==> config.mk <==
export PLATFORM = sky130hd
export DESIGN_NAME = sc_llr_node_unit
export DESIGN_NICKNAME = d
export VERILOG_FILES = /design/src/rtl/sc_pe_pkg.sv /design/src/rtl/sc_sm2tc.sv /design/src/rtl/sc_tc2sm_sat.sv /design/src/rtl/sc_fnode_min.sv /design/src/rtl/sc_llr_node_unit.sv
export SDC_FILE = /design/constraint.sdc
export NUM_CORES = 1
export LEC_CHECK = 0
export ABC_AREA = 0
export BUFFER_PORTS_ARGS = -buffer_cell sky130_fd_sc_hd__buf_2
export CORE_UTILIZATION = 52
export DETAILED_ROUTE_END_ITERATION = 7
export GPL_TIMING_DRIVEN = 0
export PLACE_DENSITY = 0.84
export SLEW_MARGIN = 20
export SYNTH_ARGS = -nofsm -noshare
export SYNTH_HDL_FRONTEND = slang
export SYNTH_SLANG_ARGS = --single-unit
==> constraint.sdc <==
create_clock -name clk -period 3.17 [get_ports clk]
set_input_delay 0.1585 -clock clk [delete_from_list [all_inputs] [get_ports clk]]
set_output_delay 0.1585 -clock clk [all_outputs]
set_load 0.01 [all_outputs]
==> src/rtl/sc_pe_pkg.sv <==
package sc_pe_pkg;
  typedef enum logic {
    NODE_F = 1'b0,
    NODE_G = 1'b1
  } node_e;
endpackage

==> src/rtl/sc_sm2tc.sv <==
// Sign-magnitude to two's complement; negative zero maps to zero.
module sc_sm2tc #(
  parameter int LLR_W = 6
) (
  input  logic [LLR_W-1:0]        sm,
  output logic signed [LLR_W-1:0] tc
);
  localparam int MAG_W = LLR_W - 1;
  logic signed [LLR_W-1:0] mag_s;
  always_comb begin
    mag_s = $signed({1'b0, sm[MAG_W-1:0]});
    tc    = sm[LLR_W-1] ? -mag_s : mag_s;
  end
endmodule

==> src/rtl/sc_tc2sm_sat.sv <==
// Two's complement to sign-magnitude with clipping to the largest magnitude.
module sc_tc2sm_sat #(
  parameter int W_IN  = 7,
  parameter int LLR_W = 6
) (
  input  logic signed [W_IN-1:0] tc,
  output logic [LLR_W-1:0]       sm
);
  localparam int MAG_W = LLR_W - 1;
  localparam logic [W_IN-1:0] SAT = W_IN'((1 << MAG_W) - 1);
  logic            neg;
  logic [W_IN-1:0] absval;
  logic [MAG_W-1:0] mag;
  always_comb begin
    neg    = tc[W_IN-1];
    absval = neg ? W_IN'(-tc) : W_IN'(tc);
    mag    = (absval > SAT) ? SAT[MAG_W-1:0] : absval[MAG_W-1:0];
    sm     = {neg, mag};
  end
endmodule

==> src/rtl/sc_fnode_min.sv <==
// Min-sum f update computed directly in sign-magnitude.
module sc_fnode_min #(
  parameter int LLR_W = 6
) (
  input  logic [LLR_W-1:0] a,
  input  logic [LLR_W-1:0] b,
  output logic [LLR_W-1:0] f
);
  localparam int MAG_W = LLR_W - 1;
  logic [MAG_W-1:0] mag;
  always_comb begin
    mag = (a[MAG_W-1:0] < b[MAG_W-1:0]) ? a[MAG_W-1:0] : b[MAG_W-1:0];
    f   = {(mag != '0) & (a[LLR_W-1] ^ b[LLR_W-1]), mag};
  end
endmodule

==> src/rtl/sc_llr_node_unit.sv <==
module sc_llr_node_unit
  import sc_pe_pkg::*;
#(
  parameter int LLR_W = 6
) (
  input  logic             clk,
  input  logic             rst,
  input  logic             in_vld,
  input  logic             node_sel,
  input  logic             psum,
  input  logic [LLR_W-1:0] llr_a,
  input  logic [LLR_W-1:0] llr_b,
  output logic             out_vld,
  output logic [LLR_W-1:0] llr_out
);
  localparam int SUM_W = LLR_W + 1;

  logic signed [LLR_W-1:0] ta, tb;
  logic signed [SUM_W-1:0] g_add, g_sub, g_sel;
  logic [LLR_W-1:0]        f_sm, g_sm;

  sc_sm2tc #(.LLR_W(LLR_W)) u_cva (.sm(llr_a), .tc(ta));
  sc_sm2tc #(.LLR_W(LLR_W)) u_cvb (.sm(llr_b), .tc(tb));

  always_comb begin
    g_add = SUM_W'(tb) + SUM_W'(ta);
    g_sub = SUM_W'(tb) - SUM_W'(ta);
    g_sel = psum ? g_sub : g_add;
  end

  sc_tc2sm_sat #(.W_IN(SUM_W), .LLR_W(LLR_W)) u_cvo (.tc(g_sel), .sm(g_sm));
  sc_fnode_min #(.LLR_W(LLR_W)) u_fmin (.a(llr_a), .b(llr_b), .f(f_sm));

  always_ff @(posedge clk) begin
    if (rst) begin
      out_vld <= 1'b0;
      llr_out <= '0;
    end else begin
      out_vld <= in_vld;
      if (in_vld) llr_out <= (node_e'(node_sel) == NODE_G) ? g_sm : f_sm;
    end
  end
endmodule

Word level (Yosys, flattened, before mapping)
Index checks and enable logic that the tools add are counted.
{ "classes": {"bitwise": 2, "n_lt_le_gt_ge": 2, "addsub": 5, "n_mux": 7, "n_reduce_logical": 1} }
{ "ops": {"columns": ["op", "n"], "rows": [
  ["two-way mux 6 bit", 3],
  ["two-way mux 7 bit", 2],
  ["negation 5 -> 6 bit", 2],
  ["two-way mux 5 bit", 2],
  ["adder 6 x 6 -> 7 bit", 1],
  ["greater-than comparator 7 x 5 -> 1 bit, second input constant", 1],
  ["negation 7 bit", 1],
  ["subtractor 6 x 6 -> 7 bit", 1],
  ["< comparator 5 bit", 1],
  ["nonzero test 5 bit", 1],
  ["bitwise AND 1 bit", 1],
  ["XOR 1 bit", 1]
]} }
{ "totals": {"input_bits": 17, "regBits": 7} }

Longest topological paths before layout
Gate-level depths: netlist of run 1.
{ "depth": {"ltp_word": 9, "depth_mapped": 18, "depth_no_buf": 17} }

Hierarchy
Synthesis of run 1 repeated with hierarchy kept, for this count alone.
{ "unflattened": {"hier_cells": 176, "hier_area_um2": 1377.6} }
{ "by_module_without_submodules": {"columns": ["mod", "cells_per_inst", "area_per_inst_um2", "n_inst"], "rows": [
  ["sc_llr_node_unit", 80, 681.9, 1],
  ["sc_sm2tc", 17, 121.4, 2],
  ["sc_tc2sm_sat", 36, 234.0, 1],
  ["sc_fnode_min", 26, 219.0, 1]
]} }

Least setup slack after synthesis of run 1
No wires, ideal clock.
{ "synth_timing": {"path_kind": "in2reg", "from": "in llr_a[2]", "to": "reg llr_out[0]", "path_stages": 15, "setup_time_ns": 0.079, "path_slack_ns": -0.039, "n_path_buf": 2, "t_arrival_ns": 3.129, "path_cell_list": "buf_6 -> or3_1 -> o21a_1 -> o32ai_1 -> a21oi_1 -> xor2_1 -> ha_1 -> buf_6 -> and3b_1 -> a211oi_2 -> o211ai_1 -> and3_1 -> a311oi_2 -> a31oi_2 -> a211oi_2"} }
{ "synth_between": {"elab_chain_cells": 9, "elab_cells_between_ends": 12, "classes_between": "4 x add/sub; 2 x order compare; 6 x mux"} }
{ "synth_lines": {"columns": ["item", "line", "rtl"], "rows": [
  ["from (decl)", "sc_llr_node_unit.sv:11", "input logic [LLR_W-1:0] llr_a,"],
  ["negation 5 -> 6 bit", "sc_sm2tc.sv:12", "tc = sm[LLR_W-1] ? -mag_s : mag_s;"],
  ["two-way mux 6 bit", "sc_sm2tc.sv:12", null],
  ["adder 6 x 6 -> 7 bit or subtractor 6 x 6 -> 7 bit (tied branches)", "sc_llr_node_unit.sv:26, sc_llr_node_unit.sv:27", null],
  ["two-way mux 7 bit", "sc_llr_node_unit.sv:28", "g_sel = psum ? g_sub : g_add;"],
  ["negation 7 bit", "sc_tc2sm_sat.sv:16", "absval = neg ? W_IN'(-tc) : W_IN'(tc);"],
  ["two-way mux 7 bit", "sc_tc2sm_sat.sv:16", null],
  ["greater-than comparator 7 x 5 -> 1 bit", "sc_tc2sm_sat.sv:17", "mag = (absval > SAT) ? SAT[MAG_W-1:0] : absval[MAG_W-1:0];"],
  ["two-way mux 5 bit", "sc_tc2sm_sat.sv:17", null],
  ["two-way mux 6 bit (*)", "sc_llr_node_unit.sv:40", "if (in_vld) llr_out <= (node_e'(node_sel) == NODE_G) ? g_sm : f_sm;"],
  ["to (signal assigned)", "sc_llr_node_unit.sv:40", null],
  ["to (decl)", "sc_llr_node_unit.sv:14", "output logic [LLR_W-1:0] llr_out"]
]} }
Mark *: on every way between the ends. The rest lies on a longest branch, timed or not.
A chain may end at the register's enable or synchronous reset.

Worst setup path in the final report of run 1
{ "layout_timing": {"from": "in llr_a[0]", "to": "reg llr_out[0]"} }
The elaborated chain is that of the path after synthesis.

==> results of run 1 <==
==> Yosys cell counts, types with 3 or more instances <==
cell type / number / share of area
o211ai_1: 3 / 0.014
o21a_1: 3 / 0.014
dfxtp_1: 7 / 0.087
xor2_1: 4 / 0.022
a21oi_1: 12 / 0.037
or3_1: 3 / 0.012
nor2b_1: 5 / 0.019
xnor2_1: 11 / 0.060
mux2i_1: 5 / 0.031
buf_6: 3 / 0.021
nand3_1: 6 / 0.019
inv_1: 15 / 0.035
nor3_1: 7 / 0.022
nand2b_1: 6 / 0.023
nor2_1: 22 / 0.051
ha_1: 14 / 0.11
nand2_1: 18 / 0.042
o21ai_0: 8 / 0.025
a211oi_2: 3 / 0.023
nor4_1: 3 / 0.012
==> power groups by stage <==
| stage | Sequential (µW) | Combinational, µW | Clock, µW |
|---|---|---|---|
| after CTS | 111 | 560 | 82.3 |
| after floorplan | 121 | 391 | 0 |
| after global routing | 112 | 723 | 87.5 |
| after global placement | 113 | 492 | 0 |
| after detailed placement | 113 | 500 | 0 |
| final | 111 | 665 | 80.8 |
==> worst paths after layout <==
| kind | from | to | cells after the start |
|---|---|---|---|
| worst max-delay path | llr_a[0] | llr_out[0] | 14 |
| worst min-delay path | rst | llr_out[0] | 2 |
| worst max register to register | llr_out[3] | llr_out[3] | 3 |
| worst min register to register | llr_out[2] | llr_out[2] | 2 |
==> per-stage QoR <==
| stage | cell area, µm² | instances |
|---|---|---|
| final | 2040 | 279 |
| after global routing | 2040 | 279 |
| after CTS | 1870 | 274 |
| after detailed placement | 1750 | 263 |
| after global placement | 1750 | 263 |
| after floorplan | 1610 | 213 |
==> per-layer routing <==
| layer | GRT usage | vias to the layer above | wire length [µm] |
|---|---|---|---|
| li1 | - | 843 | - |
| met4 | 0.0510 | 0 | 29 |
| met1 | 0.342 | 774 | 1940 |
| met3 | 0.0402 | 6 | 181 |
| met5 | 0 | - | 0 |
| met2 | 0.442 | 52 | 2090 |
==> state kept, by name (all words and copies together), names as in the netlist <==
register / count
out_vld: 1
llr_out: 6
==> placed cells by master (no fill, tap or decap), drive strengths merged, types with 2 or more instances in the layout <==
master  synthesis  final
buf             6     37
nor2           22     22
nand2          18     18
inv            15     15
ha             14     14
a21oi          13     13
xnor2          12     12
o21ai           9      9
nand3           9      9
nor3            8      8
dfxtp           7      7
nand2b          7      7
clkbuf          3      7
mux2i           5      5
nor2b           5      5
a211oi          5      5
xor2            4      4
o211ai          4      4
o21a            3      3
or3             3      3
and3            3      3
a31oi           3      3
nor4            3      3
a311oi          3      3
or4             2      2
a21o            2      2
and2            2      2
o22ai           2      2
nand4           2      2
==> logic make-up after synthesis <==
group	share of synthesized area
flip-flops	0.0868
buffers and inverters	0.0783
XOR/XNOR	0.0915
AND/OR/NAND/NOR	0.322
AO/OA/AOI/OAI	0.262
adder cells (fa/ha/maj)	0.121
multiplexers	0.0380
==> layout make-up <==
type | count | share of cell area
buffer | 6 | 0.0215
clock buffer | 4 | 0.0129
inverter | 15 | 0.0288
multi-input combinational | 182 | 0.728
sequential | 7 | 0.0687
tap | 31 | 0.0190
timing repair buffer | 34 | 0.121
==> what timing repair did <==
item                                    in CTS  in global routing
gates resized for setup                     10                 31
endpoints found under the setup margin       5                  5
buffers inserted                             8                  7
pin swaps                                   14                 20
==> results.rst, run 1 <==
.. list-table::
   :header-rows: 1

   * - Metric
     - Value
   * - Startpoint types
     - input port
   * - Root buffer selected by CTS
     - clkbuf_4
   * - F_max
     - 319 MHz
   * - Post-route DRC violation count
     - 2
   * - Detailed-routing iteration count for the pre-antenna-repair pass
     - 6
   * - Number of failing setup endpoints in the final timing report
     - 0
   * - Initial Util
     - 0.566
   * - Die ar.
     - 0.00333 mm²
   * - Clock Sinks
     - 7
   * - Power density over the cells
     - ~420 mW/mm²
   * - EDFF count, synth
     - 0
   * - Crit end category
     - register
   * - Via density per instance
     - roughly 6
   * - Core region area
     - around 0.0029 mm²
   * - Global-route wire length before repair
     - between 6000 and 7000 µm
   * - Number of global-route vias before repair
     - between 1,500 and 2,000
   * - Max FO, Critical Path
     - 4
   * - Grt ovf
     - 0
   * - Failing checks
     - DRC
   * - Area occupied by multi-input gates
     - between 0.001 and 0.0015 mm²
   * - Worst setup path class
     - in2reg
   * - Initial DRC Count
     - 89
   * - Overall fraction of global-route tracks in use
     - 0.257
   * - Count of fill cells added during filler insertion
     - 225
   * - Part of the power in combinational logic
     - 0.776
   * - Final clock period utilization by the worst path
     - 0.989
   * - Proportion of power drawn by the clock network
     - 0.094
   * - Final Hold Vio Count
     - 0
   * - Number of antenna violations at the first check in global routing
     - 0
   * - Count of yosys warnings during synthesis
     - 0
   * - Worst path arrival time
     - approximately 3.3 ns
   * - Clock buffer count from CTS
     - 3
   * - Count of antenna-violating nets left after detailed routing
     - 0
   * - Count of boundary I/O pins
     - 24
   * - Internal cell power
     - roughly 450 µW
   * - Switching Power
     - between 400 and 500 µW
   * - Most used flip-flop cell after synthesis
     - dfxtp_1
   * - Ys async rst share
     - 0
   * - Growth of design area from synthesis to finish
     - 26.4%
   * - Cells after synthesis
     - about 210
   * - WL/cell
     - about 15 µm
   * - VDD IR-drop max
     - between 150 and 200 µV
   * - Die H
     - a little under 60 µm
   * - Post-DP HPWL
     - a little over 3000 µm
   * - Clock edge transition at the registers on the reported setup and hold paths
     - approximately 0.05 ns
   * - Worst reg2reg setup slack
     - 2.30 ns
   * - Seq pwr share
     - 0.130
   * - Run status
     - finished, violations left
   * - CTS hold repair buffers
     - 0
   * - Total Power
     - between 800 and 900 µW
   * - Slowest cell on the critical path
     - or4_4
   * - Post-synthesis register bit count
     - 7
   * - Biggest cell delay along the critical path
     - around 0.52 ns
   * - Routed wire length
     - roughly 4300 µm
   * - P_leak
     - roughly 0.0009 µW
   * - CTS tree
     - yes
   * - Worst hold slack
     - between 0.1 and 0.15 ns
   * - Skew final
     - 0 ns
   * - Final-layout setup total negative slack
     - 0 ns
   * - Period minus WS final
     - approximately 3.1 ns
   * - Synthesized area divided by synthesized cell count
     - 7.58 µm²
   * - Worst rel slew slack
     - 0.675
   * - CP top delay family
     - compound AO/OA/AOI/OAI gates
   * - Kind of path behind the tightest hold check
     - in2reg
   * - Post-layout nets
     - about 280
   * - Pin count of the biggest net entering global routing
     - 11
   * - Actual slew at the worst max-slew pin
     - roughly 0.49 ns
   * - Pre-CTS setup slack
     - -0.413 ns
   * - Count of port buffers added during placement
     - 19
   * - Horizontal die dimension
     - ~58 µm
   * - Via count
     - roughly 1,700
   * - Storage cell area
     - 140 µm²
   * - Mapped Nets
     - roughly 250
   * - Post-Route Utilization
     - 0.715
   * - MaxCap Viol Count
     - 0
   * - Cells traversed along the worst timing path
     - buf_12 > or3_4 > o21a_1 > o32ai_2 > a21oi_2 > xor2_1 > ha_2 > and3b_2 > a211oi_4 > o211ai_1 > buf_4 > or4_4 > a31oi_4 > a211oi_2
   * - Sequential area share after synthesis
     - 0.0868
   * - Netlist area before placement
     - 0.00161 mm²
   * - Required time of the critical path
     - about 3.3 ns
   * - Count of antenna diodes in the layout
     - 0
   * - Final count of pins violating max slew
     - 0
   * - Unrepaired setup endpoints after global routing
     - true
   * - Clk_lat worst skew
     - about 0.25 ns
   * - Switching power share of the total
     - 0.471
   * - CTS Buffer Depth
     - 2
   * - Ratio of cells with drive above 1 in the final layout
     - 0.327
   * - Sum of buffers and inverters on the critical path
     - 2
   * - Routability cong.
     - a little under 0.9
   * - Number of placement rows
     - 19
   * - Distinct cells, synth
     - 66
   * - PnR worst setup slack
     - about 0.035 ns
   * - CTS H-Tree Depth
     - 1
(Power assumes the default switching activity.)
==> inputs of run 2 (changes only) <==
- GPL_TIMING_DRIVEN: 0 -> 1
==> results.rst, run 2 (synthesized netlist as in run 1, its figures left out) <==
.. list-table::
   :header-rows: 1

   * - Metric
     - Value
   * - Cells traversed along the worst timing path
     - buf_2 > or3_4 > o21a_1 > o32ai_2 > a21oi_1 > xor2_1 > ha_1 > buf_4 > nor2b_1 > a211oi_2 > o211ai_1 > and3_1 > a311oi_4 > a31oi_2 > a211oi_2
   * - Initial DRC Count
     - 115 (+29%)
   * - Post-DP HPWL
     - 3210 µm (+4.3%)
   * - P_leak
     - 0.000904 µW (+0.38%)
   * - Pin count of the biggest net entering global routing
     - 14 (+3)
   * - Storage cell area
     - 140 µm² (unchanged)
   * - Kind of path behind the tightest hold check
     - in2reg
   * - Worst rel slew slack
     - 0.716 (+0.0403)
   * - Actual slew at the worst max-slew pin
     - 0.423 ns (-0.0627 ns)
   * - Run status
     - finished, violations left
   * - Crit end category
     - register
   * - Number of antenna violations at the first check in global routing
     - 0 (unchanged)
   * - F_max
     - 332 MHz (+4.1%)
   * - Power density over the cells
     - 418 mW/mm² (-0.61%)
   * - WL/cell
     - 14.5 µm (-5.0%)
   * - Count of port buffers added during placement
     - 23 (+4)
   * - Count of fill cells added during filler insertion
     - 227 (+0.89%)
   * - Clock buffer count from CTS
     - 3 (unchanged)
   * - Die H
     - 57.7 µm (unchanged)
   * - Slowest cell on the critical path
     - or3_4
   * - Largest registers
     - llr_out (6), out_vld (1)
   * - CTS tree
     - yes
   * - Ratio of cells with drive above 1 in the final layout
     - 0.303 (-0.0235)
   * - Required time of the critical path
     - 3.36 ns (+0.06 ns)
   * - Count of antenna diodes in the layout
     - 0 (unchanged)
   * - CTS Buffer Depth
     - 2 (unchanged)
   * - Horizontal die dimension
     - 57.7 µm (unchanged)
   * - Worst path arrival time
     - 3.20 ns (-0.07 ns)
   * - Growth of design area from synthesis to finish
     - 20.6%
   * - Commonest cells after routing, fill and taps aside
     - 23 x buf_2, 23 x buf_4, 21 x nor2_1
   * - Post-Route Utilization
     - 0.682 (-0.0325)
   * - Clock edge transition at the registers on the reported setup and hold paths
     - 0.05 ns (about the same)
   * - Via count
     - 1,714 (+2.3%)
   * - CP top delay family
     - compound AO/OA/AOI/OAI gates
   * - Post-layout nets
     - 287 (+2.1%)
   * - Number of global-route vias before repair
     - 1,544 (+2.8%)
   * - Die ar.
     - 0.00333 mm² (unchanged)
   * - Area occupied by multi-input gates
     - 0.00140 mm² (-5.9%)
   * - Biggest cell delay along the critical path
     - 0.40 ns (-0.12 ns)
   * - Period minus WS final
     - 3.01 ns (-0.125 ns)
   * - Clock Sinks
     - 7 (unchanged)
   * - Sum of buffers and inverters on the critical path
     - 2 (unchanged)
   * - Reg with most FFs
     - llr_out
   * - Number of placement rows
     - 19 (unchanged)
   * - Detailed-routing iteration count for the pre-antenna-repair pass
     - 6 (unchanged)
   * - Total Power
     - 813 µW (-5.1%)
   * - Final clock period utilization by the worst path
     - 0.950 (-0.0393)
   * - Count of antenna-violating nets left after detailed routing
     - 0 (unchanged)
   * - Routed wire length
     - 4120 µm (-3.0%)
   * - Final Hold Vio Count
     - 0 (unchanged)
   * - Final count of pins violating max slew
     - 0 (unchanged)
   * - Overall fraction of global-route tracks in use
     - 0.258 (+0.00163)
   * - Initial Util
     - 0.566 (unchanged)
   * - Final cell area excluding filler cells
     - 0.00195 mm² (-4.5%)
   * - Skew final
     - 0 ns (unchanged)
   * - Worst setup path class
     - in2reg
   * - Flip-flop count of the largest register after layout
     - 6 (unchanged)
   * - Count of boundary I/O pins
     - 24 (unchanged)
   * - MaxCap Viol Count
     - 0 (unchanged)
   * - Number of failing setup endpoints in the final timing report
     - 0 (unchanged)
   * - Placed inst area
     - 0.00186 mm² (+6.6%)
   * - Routability cong.
     - 0.869 (-0.44%)
   * - Clk_lat worst skew
     - 0.26 ns (about the same)
   * - Final-layout setup total negative slack
     - 0 ns (unchanged)
   * - CTS hold repair buffers
     - 0 (unchanged)
   * - CTS H-Tree Depth
     - 1 (unchanged)
   * - Global-route wire length before repair
     - 6800 µm (+0.50%)
   * - VDD IR-drop max
     - 169 µV (+2.4%)
   * - Failing checks
     - DRC
   * - Core region area
     - 0.00285 mm² (unchanged)
   * - Post-route DRC violation count
     - 2 (unchanged)
   * - Max FO, Critical Path
     - 4 (unchanged)
   * - Grt ovf
     - 0 (unchanged)
   * - Startpoint types
     - input port
   * - Via density per instance
     - 6.01 (+0.17%)
   * - Root buffer selected by CTS
     - clkbuf_4
   * - Most used cell along the critical path
     - a211oi_2
-- run 2: cell count changes in the layout (fill, tap and decap cells not counted), moves of 3 or more --
| cell | previous run | this run |
|---|---|---|
| buf_4 | 12 | 23 |
| buf_2 | 17 | 23 |
| buf_6 | 6 | 0 |
| a21oi_1 | 8 | 11 |
| a21oi_2 | 5 | 2 |
-- run 2: final timing paths --
| kind | slack [ns] | cells past startpoint | startpoint | to |
|---|---|---|---|---|
| max | 0.16 | 15 | llr_a[1] | llr_out[0] |
| min | 0.12 | 2 | rst | llr_out[0] |
| max reg2reg | 2.26 | 3 | llr_out[3] | llr_out[3] |
| min reg2reg | 0.46 | 2 | llr_out[1] | llr_out[1] |
-- run 2: stage by stage --
stage	worst slack [ns]	cells	hold WS [ns]
finish	0.160	285	0.116
global route	-0.0325	285	0.0999
CTS	0.0802	284	0.115
detailed placement	-0.176	280	0.387
global placement	-0.101	280	0.396
floorplan	0.0201	213	0.223
-- run 2: final cells by class --
class / count / share of cell area
Inverter: 15 / 0.0289
Multi-Input combinational cell: 182 / 0.718
Sequential cell: 7 / 0.0720
Timing Repair Buffer: 46 / 0.148
Clock buffer: 4 / 0.0135
Tap cell: 31 / 0.0199
-- run 2: timing repair --
action                     4_1_cts  5_1_grt
setup buffers                    0        1
gates resized for setup          0        8
setup endpoints to repair        0        5
-- run 2: metal layers --
layer / part of all wire / track usage / routed length (µm)
met5: 0 / 0 / 0
met4: 0.017 / 0.0748 / 69
met3: 0.075 / 0.0513 / 309
met2: 0.48 / 0.434 / 1990
met1: 0.43 / 0.337 / 1760
-- run 2: report_power, final --
group	internal, µW	switching [µW]	total (µW)
combinational	286	327	613
clock	48.4	39.1	87.5
sequential	104	8.71	113
==> inputs of run 3 (changes only) <==
- CELL_PAD_IN_SITES_DETAIL_PLACEMENT: unset -> 1
- CELL_PAD_IN_SITES_GLOBAL_PLACEMENT: unset -> 1
- CORE_UTILIZATION: 52 -> 38
==> results.rst, run 3 (synthesized netlist as in run 1, its figures left out) <==
.. list-table::
   :header-rows: 1

   * - Metric
     - Value
   * - Root buffer selected by CTS
     - clkbuf_8
   * - Post-layout nets
     - 291 (+1.4%)
   * - Final clock period utilization by the worst path
     - 1.00 (+0.0535)
   * - Initial DRC Count
     - 50 (-57%)
   * - F_max
     - 315 MHz (-5.3%)
   * - Ratio of cells with drive above 1 in the final layout
     - 0.341 (+0.0379)
   * - Overall fraction of global-route tracks in use
     - 0.257 (-0.00125)
   * - VDD IR-drop max
     - 125 µV (-26%)
   * - Worst path arrival time
     - 3.33 ns (+0.13 ns)
   * - Failing checks
     - setup timing
   * - Run status
     - finished, violations left
   * - Die H
     - 67.2 µm (+16%)
   * - Required time of the critical path
     - 3.32 ns (-0.04 ns)
   * - Startpoint types
     - input port
   * - Number of failing setup endpoints in the final timing report
     - 1 (+1)
   * - Kind of path behind the tightest hold check
     - in2reg
   * - Count of boundary I/O pins
     - 24 (unchanged)
   * - Post-DP HPWL
     - 4370 µm (+36%)
   * - P_leak
     - 0.000930 µW (+2.9%)
   * - Final-layout setup total negative slack
     - -0.00964 ns (-0.00964 ns)
   * - Global-route wire length before repair
     - 8840 µm (+30%)
   * - Launching element of the worst setup path
     - llr_a[1]
   * - Routed wire length
     - 5710 µm (+38%)
   * - Met2 track demand over resource in global routing
     - 0.475 (+0.0414)
   * - CTS H-Tree Depth
     - 1 (unchanged)
   * - Final Hold Vio Count
     - 0 (unchanged)
   * - Unrepaired setup endpoints after global routing
     - true
   * - Worst setup path class
     - in2reg
   * - Period minus WS final
     - 3.18 ns (+0.170 ns)
   * - Met1 track demand over resource in global routing
     - 0.311 (-0.0250)
   * - Flip-flop count of the largest register after layout
     - 6 (unchanged)
   * - Horizontal die dimension
     - 67.2 µm (+16%)
   * - Total Power
     - 938 µW (+15%)
   * - Launching point of the worst reg2reg path
     - llr_out[0]
   * - Initial Util
     - 0.401 (-0.165)
   * - Reg with most FFs
     - llr_out
   * - Core region area
     - 0.00403 mm² (+41%)
   * - Growth of design area from synthesis to finish
     - 26.7%
   * - Clk_lat worst skew
     - 0.24 ns (-0.02 ns)
   * - Count of antenna diodes in the layout
     - 0 (unchanged)
   * - Most congested layer reported by global routing
     - met2
   * - PnR worst setup slack
     - -0.00964 ns (-0.170 ns)
   * - Power density over the cells
     - 459 mW/mm² (+9.9%)
   * - Count of port buffers added during placement
     - 23 (unchanged)
   * - Clock Sinks
     - 7 (unchanged)
   * - Clock edge transition at the registers on the reported setup and hold paths
     - 0.05 ns (about the same)
   * - Routability cong.
     - 0.823 (-5.4%)
   * - Final cell area excluding filler cells
     - 0.00205 mm² (+5.1%)
   * - Detailed-routing iteration count for the pre-antenna-repair pass
     - 4 (-2)
   * - Final count of pins violating max slew
     - 0 (unchanged)
   * - Placed inst area
     - 0.00190 mm² (+2.1%)
   * - Skew final
     - 0 ns (unchanged)
   * - Commonest cells after routing, fill and taps aside
     - 27 x buf_4, 23 x buf_2, 20 x nor2_1
   * - Actual slew at the worst max-slew pin
     - 0.488 ns (+0.0650 ns)
   * - CTS Buffer Depth
     - 2 (unchanged)
   * - Met3 track demand over resource
     - 0.0321 (-0.0192)
   * - Most common cell after layout, fill and taps aside
     - buf_4
   * - Hold path startpoint
     - rst
   * - Via count
     - 1,803 (+5.2%)
   * - Number of antenna violations at the first check in global routing
     - 0 (unchanged)
   * - Max FO, Critical Path
     - 4 (unchanged)
   * - Worst rel slew slack
     - 0.672 (-0.0438)
   * - Count of antenna-violating nets left after detailed routing
     - 0 (unchanged)
   * - Number of global-route vias before repair
     - 1,831 (+19%)
   * - MaxCap Viol Count
     - 0 (unchanged)
   * - Crit end category
     - register
   * - Largest registers
     - llr_out (6), out_vld (1)
   * - CTS tree
     - yes
   * - Grt ovf
     - 0 (unchanged)
   * - Number of placement rows
     - 23 (+4)
   * - Clock buffer count from CTS
     - 3 (unchanged)
   * - Via density per instance
     - 5.85 (-2.7%)
   * - Post-route DRC violation count
     - 0 (-2)
   * - WL/cell
     - 18.5 µm (+28%)
   * - Die ar.
     - 0.00451 mm² (+35%)
   * - Pin count of the biggest net entering global routing
     - 14 (unchanged)
   * - Pre-CTS setup slack
     - -0.238 ns (-0.0618 ns)
-- run 3: cell count changes in the layout (fill, tap and decap cells not counted), sizes merged --
cell	before	now
buf	46	50
-- run 3: what timing repair did --
item	CTS	global route
hold buffers	0	0
resized for setup	1	16
pin swaps	0	9
setup endpoints to repair	1	5
setup buffers	0	3
hold endpoints to repair	0	0
-- run 3: layout make-up --
type | instances | area (µm²)
repair buffers | 50 | 318
fillers | 527 | 1980
clock buffers | 4 | 45.0
well taps | 50 | 62.6
inverters | 15 | 56.3
flip-flops and latches | 7 | 140
multi-input cells | 182 | 1420
-- run 3: worst paths after layout --
kind	endpoint	slack [ns]	depth (start not counted)
max	llr_out[0]	-0.01	15
min	llr_out[0]	0.18	2
max reg2reg	llr_out[0]	2.10	4
min reg2reg	llr_out[1]	0.50	2
-- run 3: layer usage --
| layer | share of wire | routed length (µm) |
|---|---|---|
| met1 | 0.41 | 2360 |
| met2 | 0.52 | 2960 |
| met3 | 0.031 | 176 |
| met4 | 0.036 | 207 |
| met5 | 0 | 0 |
-- run 3: where the power goes --
| group | leakage, µW | internal [µW] | switching, µW | total, µW |
|---|---|---|---|---|
| registers | 0.0000583 | 104 | 10.5 | 115 |
| logic | 0.000849 | 309 | 380 | 689 |
| clock network | 0.0000228 | 87.7 | 46.9 | 135 |
-- run 3: critical path, stage by stage --
cell      delay (ns)
buf_2           0.12
or3_4           0.40
buf_4           0.15
a21oi_1         0.17
o32ai_2         0.10
a21oi_2         0.17
xor2_1          0.16
ha_1            0.28
a2111o_1        0.42
o211ai_1        0.17
buf_4           0.19
a311oi_2        0.05
a311oi_4        0.40
a31oi_2         0.16
a211oi_2        0.24
-- run 3: through the flow --
step	std cells	utilization	hold WS, ns
after global routing	308	0.508	0.172
after CTS	305	0.486	0.155
after floorplan	213	-	0.223
final	308	0.508	0.178
after detailed placement	301	0.472	0.397
after global placement	301	0.472	0.390
